$ cat src/rtl/swt_pkg.sv
package swt_pkg;
    typedef enum logic {
        RATE_SHORT = 1'b0,
        RATE_LONG  = 1'b1
    } rate_e;
endpackage

$ cat src/rtl/swt_prescaler.sv
module swt_prescaler
    import swt_pkg::*;
#(
    parameter int SHORT_EXP = 16,
    parameter int LONG_EXP  = 21
) (
    input  logic  clk,
    input  logic  rst_n,
    input  logic  clr,
    input  logic  run,
    input  logic  base_tick,
    input  rate_e rate,
    output logic  tick_o
);
    localparam int W = LONG_EXP;
    localparam logic [W-1:0] LONG_MASK  = {W{1'b1}};
    localparam logic [W-1:0] SHORT_MASK = LONG_MASK >> (LONG_EXP - SHORT_EXP);

    typedef struct packed {
        logic [W-1:0] cnt;
    } pre_st_t;

    pre_st_t      st_d, st_q;
    logic [W-1:0] wrap_at;
    logic         step;

    always_comb begin
        wrap_at = (rate == RATE_LONG) ? LONG_MASK : SHORT_MASK;
        step    = run && !clr && base_tick;
        tick_o  = step && (st_q.cnt == wrap_at);
        st_d    = st_q;
        if (clr) begin
            st_d.cnt = '0;
        end else if (step) begin
            st_d.cnt = tick_o ? '0 : st_q.cnt + 1'b1;
        end
    end

    always_ff @(posedge clk or negedge rst_n) begin
        if (!rst_n) st_q <= '0;
        else        st_q <= st_d;
    end

    // the divider never runs past the selected period
    p_presc_bound_r3: assert property (@(posedge clk) disable iff (!rst_n)
        st_q.cnt <= wrap_at);
    // while not running, strobes leave the divider untouched
    p_presc_idle_r10: assert property (@(posedge clk) disable iff (!rst_n)
        (!run && !clr) |=> $stable(st_q.cnt));
endmodule

$ cat src/rtl/swt_tick_counter.sv
module swt_tick_counter #(
    parameter int CNT_W = 4
) (
    input  logic             clk,
    input  logic             rst_n,
    input  logic             clr,
    input  logic             load,
    input  logic [CNT_W-1:0] load_val,
    input  logic             coarse_tick,
    output logic             armed_o,
    output logic             expire_o
);
    localparam logic [CNT_W-1:0] ONE = CNT_W'(1);

    typedef struct packed {
        logic [CNT_W-1:0] left;
    } cnt_st_t;

    cnt_st_t st_d, st_q;

    always_comb begin
        armed_o  = (st_q.left != '0);
        expire_o = coarse_tick && (st_q.left == ONE) && !clr && !load;
        st_d     = st_q;
        if (clr) begin
            st_d.left = '0;
        end else if (load) begin
            st_d.left = load_val;
        end else if (coarse_tick && armed_o) begin
            st_d.left = st_q.left - ONE;
        end
    end

    always_ff @(posedge clk or negedge rst_n) begin
        if (!rst_n) st_q <= '0;
        else        st_q <= st_d;
    end

    // remaining count moves only on a load, a clear or a coarse tick
    p_hold_r7: assert property (@(posedge clk) disable iff (!rst_n)
        (!clr && !load && !coarse_tick) |=> $stable(st_q.left));
    // expiry leaves the counter idle
    p_expire_idle_r5: assert property (@(posedge clk) disable iff (!rst_n)
        expire_o |=> (st_q.left == '0));
endmodule

$ cat src/rtl/stby_wake_timer.sv
module stby_wake_timer
    import swt_pkg::*;
#(
    parameter int SHORT_EXP = 16,
    parameter int LONG_EXP  = 21,
    parameter int CNT_W     = 4
) (
    input  logic             clk,
    input  logic             rst_n,
    input  logic             base_tick,
    input  logic [CNT_W-1:0] tick_count,
    input  logic             rate_sel,
    input  logic             sleep_enter,
    input  logic             sleep_exit,
    output logic             wake_pulse
);
    typedef struct packed {
        rate_e rate;
        logic  wake;
    } top_st_t;

    top_st_t st_d, st_q;
    logic    load, pre_clr, armed, coarse, expire;

    assign load    = sleep_enter && !sleep_exit;
    assign pre_clr = sleep_enter || sleep_exit;

    swt_prescaler #(.SHORT_EXP(SHORT_EXP), .LONG_EXP(LONG_EXP)) u_pre (
        .clk       (clk),
        .rst_n     (rst_n),
        .clr       (pre_clr),
        .run       (armed),
        .base_tick (base_tick),
        .rate      (st_q.rate),
        .tick_o    (coarse)
    );

    swt_tick_counter #(.CNT_W(CNT_W)) u_cnt (
        .clk         (clk),
        .rst_n       (rst_n),
        .clr         (sleep_exit),
        .load        (load),
        .load_val    (tick_count),
        .coarse_tick (coarse),
        .armed_o     (armed),
        .expire_o    (expire)
    );

    always_comb begin
        st_d      = st_q;
        st_d.wake = expire;
        if (load) st_d.rate = rate_e'(rate_sel);
    end

    always_ff @(posedge clk or negedge rst_n) begin
        if (!rst_n) st_q <= '{rate: RATE_SHORT, wake: 1'b0};
        else        st_q <= st_d;
    end

    assign wake_pulse = st_q.wake;

    // single-cycle wake, then idle
    p_wake_one_cycle_r5: assert property (@(posedge clk) disable iff (!rst_n)
        wake_pulse |=> !wake_pulse);
    p_wake_idle_r5: assert property (@(posedge clk) disable iff (!rst_n)
        wake_pulse |-> !armed);
    // exit never lets a wake through
    p_exit_quiet_r6: assert property (@(posedge clk) disable iff (!rst_n)
        sleep_exit |=> (!wake_pulse && !armed));
    // zero-count entry leaves the timer disarmed
    p_zero_idle_r4: assert property (@(posedge clk) disable iff (!rst_n)
        (load && tick_count == '0) |=> !armed);
endmodule

$ cat config.mk
export PLATFORM = sky130hd
export DESIGN_NAME = stby_wake_timer
export DESIGN_NICKNAME = d
export VERILOG_FILES = /design/src/rtl/swt_pkg.sv /design/src/rtl/swt_prescaler.sv /design/src/rtl/swt_tick_counter.sv /design/src/rtl/stby_wake_timer.sv
export SDC_FILE = /design/constraint.sdc
export NUM_CORES = 1
export LEC_CHECK = 0
export BUFFER_PORTS_ARGS = -buffer_cell sky130_fd_sc_hd__buf_2
export CAP_MARGIN = 20
export CORE_AREA = 4 4 58 60
export CTS_BUF_LIST = sky130_fd_sc_hd__clkbuf_8
export DETAILED_ROUTE_END_ITERATION = 8
export DIE_AREA = 0 0 62 64
export HOLD_SLACK_MARGIN = 0.02
export PLACE_DENSITY = 0.71
export SKIP_CTS_REPAIR_TIMING = 1
export SLEW_MARGIN = 10
export SYNTH_ARGS = -nofsm -noshare
export SYNTH_HDL_FRONTEND = slang
export SYNTH_SLANG_ARGS = --single-unit
$ cat constraint.sdc
create_clock -name clk -period 5.02 [get_ports clk]
set_clock_uncertainty 0.1 [all_clocks]
set_input_delay 1.004 -clock clk [delete_from_list [all_inputs] [get_ports clk]]
set_output_delay 1.004 -clock clk [all_outputs]
set_load 0.01 [all_outputs]
==> flow_summary.toml <==
[clock_tree]
path_clk_slew_ns = 0.09
cts_sinks = 27
clk_latency_ns = 0.27
clockBufferDepth = 2
htreeDepth = 1
cts_root_buffer = "clkbuf_8"
cts_tree = "yes"
cts_inserted_buffers = 3

[critical_path]
endpoint_kind = "flop"
path_class = "input pin to flop"
required_ns = 5.11
worst_ep_arrival_time_ns = 2.84
critPathMaxFanout = 14
start_kind = "input pin"

[drt]
wl_um = 2950
via_per_inst = 5.81
routedWlPerCell_um = 14.4
route.vias.total = 1191
ant_nets = 0
drcViolationCount = 0
drtIter0Drc = 66
first_pass_iters = 4

[synthesis]
synth_area_leaders = "dfrtp_1 (44%), xnor2_1 (6.3%), nor2_1 (5.9%), xor2_1 (3.4%), ha_1 (3.3%)"
ys_ff_latch = 27
yosysTopAreaCell = "dfrtp_1"
synth.distinct_cells = 38
synth_top_area_frac = 0.442
avgSynthCellArea_um2 = 9.43
synth-main-ff-cell = "dfrtp_1"
synth-edff-count = 0
syn_area_mm2 = 0.00153
synth_cells = 162
syn-num-nets = 176
synth-seq-area-share = 0.442
yosys_warnings = 0
async_flop_share = 1.00

[power]
pwr-share-clk = 0.318
power_density_mw_per_mm2 = 231
ir_drop_mv = 0.164
p_leak_nw = 0.668
seqPwrFrac = 0.592
switching_power_mw = 0.0923
comb_power_share = 0.090
total_power_mw = 0.379
swShare = 0.243
internal_power_mw = 0.287

[layout]
fill_cells = 277
drive_gt1_frac = 0.134
final_common_cell = "dfrtp_1"
fin_util = 0.562
antenna_cells = 0
finalNetCount = 187
layout_common_cells = "dfrtp_1 (27), nor2_1 (24), xnor2_1 (11)"
area.growth.synth_to_final_pct = 7.62

[sta]
tns_ns = 0
period_minus_slack_ns = 2.75
finalHoldViolCount = 0
final-setup-viol-count = 0
drv_slew = 0
slew_headroom = 0.402
rsz0062_at_grt = "no"
tightest_slew_ns = 0.897
period_share = 0.548
clock.fmax_mhz = 364

[floorplanning]
die_x_um = 62
start_util = 0.522
io_pins = 11
rows = 20
die_y_um = 64
die_area_mm2 = 0.00397
core_area_mm2 = 0.00293

[outcome]
status = "complete, no violations"

[flow_run]
cap_violations = 0

[worst_hold_path]
hold_class = "flop to flop"

[global_routing]
grt_util_all_layers = 0.169
grt_first_pass_wirelength_um = 5130
grt-ovfl-total = 0
grt_pass1_vias = 1191
antenna_found_initial = 0
grt_max_degree = 28

[place]
place_hpwl_um = 2140
port_buffers = 10
gp_congestion = 0.812
==> stage by stage <==
stage	instances	hold slack [ns]	worst slack (ns)	instance area [µm²]
6_report	205	0.465	2.27	1640
5_1_grt	205	0.496	2.11	1640
4_1_cts	205	0.467	2.29	1640
3_5_place_dp	201	0.447	2.01	1600
3_3_place_gp	201	0.429	2.06	1600
2_1_floorplan	162	0.410	2.31	1530
==> worst max-delay path: stages <==
cell,delay [ns]
buf_2,0.14
or2_2,0.39
a21oi_1,0.72
nor3_1,0.12
mux2_2,0.30
a21oi_1,0.15
==> per-layer routing <==
metal,vias to the layer above,GRT usage,share of wire
li1,596,-,-
met1,572,0.222,0.46
met2,18,0.276,0.50
met3,5,0.0242,0.032
met4,0,0.0610,0.014
met5,-,0,0
==> sequential cells by signal, summed over array words and instances, names as in the netlist <==
signal      count
u_cnt.st_q      4
u_pre.st_q     21
st_q            1
wake_pulse      1
==> path summary, 6_finish.rpt <==
path / startpoint / to / slack [ns] / cells past startpoint
min in group asynchronous: rst_n / u_pre.st_q[3] / 0.63 / 1
worst min-delay path: u_pre.st_q[15] / u_pre.st_q[15] / 0.47 / 2
max in group asynchronous: rst_n / u_cnt.st_q[0] / 3.80 / 1
worst min register to register: u_pre.st_q[15] / u_pre.st_q[15] / 0.47 / 2
worst max register to register: u_cnt.st_q[0] / u_pre.st_q[19] / 2.29 / 7
worst max-delay path: sleep_exit / u_pre.st_q[19] / 2.27 / 6
==> synth_stat cells, drive strengths merged (2+ instances only) <==
| cell type | n |
|---|---|
| o21ai | 5 |
| nor4 | 7 |
| buf | 2 |
| ha | 4 |
| clkbuf | 3 |
| inv | 4 |
| xor2 | 6 |
| nor3 | 8 |
| or2 | 2 |
| dfrtp | 27 |
| a311oi | 3 |
| and3 | 4 |
| or3 | 5 |
| xnor2 | 11 |
| a21oi | 4 |
| nand2 | 10 |
| and4 | 2 |
| o21bai | 2 |
| a32o | 2 |
| nor2 | 24 |
| nand4 | 7 |
| nand3 | 9 |
==> logic make-up (layout without fill, tap and decap cells) <==
family | count (synthesis) | after routing | share of synthesized area
AND/OR/NAND/NOR | 84 | 84 | 0.305
flip-flops | 27 | 27 | 0.442
AO/OA/AOI/OAI | 19 | 19 | 0.0852
XOR/XNOR | 17 | 17 | 0.0975
buffers and inverters | 10 | 20 | 0.0303
adder cells (fa/ha/maj) | 4 | 4 | 0.0328
multiplexers | 1 | 1 | 0.00737
==> final cells by class <==
cell class                      count  area (µm²)  share of cell area
Multi-Input combinational cell    125         806               0.490
Timing Repair Buffer               11        57.6              0.0350
Sequential cell                    27         676               0.411
Tap cell                           33        41.3              0.0251
Clock buffer                        3        41.3              0.0251
Inverter                            5        18.8              0.0114
Clock inverter                      1        3.75             0.00228
==> power by group through the flow <==
stage / clock network, mW / registers (mW) / logic (mW)
after floorplan: 0 / 0.228 / 0.0216
after global routing: 0.134 / 0.225 / 0.0400
final: 0.120 / 0.225 / 0.0343
after global placement: 0 / 0.229 / 0.0338
after CTS: 0.123 / 0.225 / 0.0349
after detailed placement: 0 / 0.229 / 0.0347
Power figures use the tool's default switching activity.
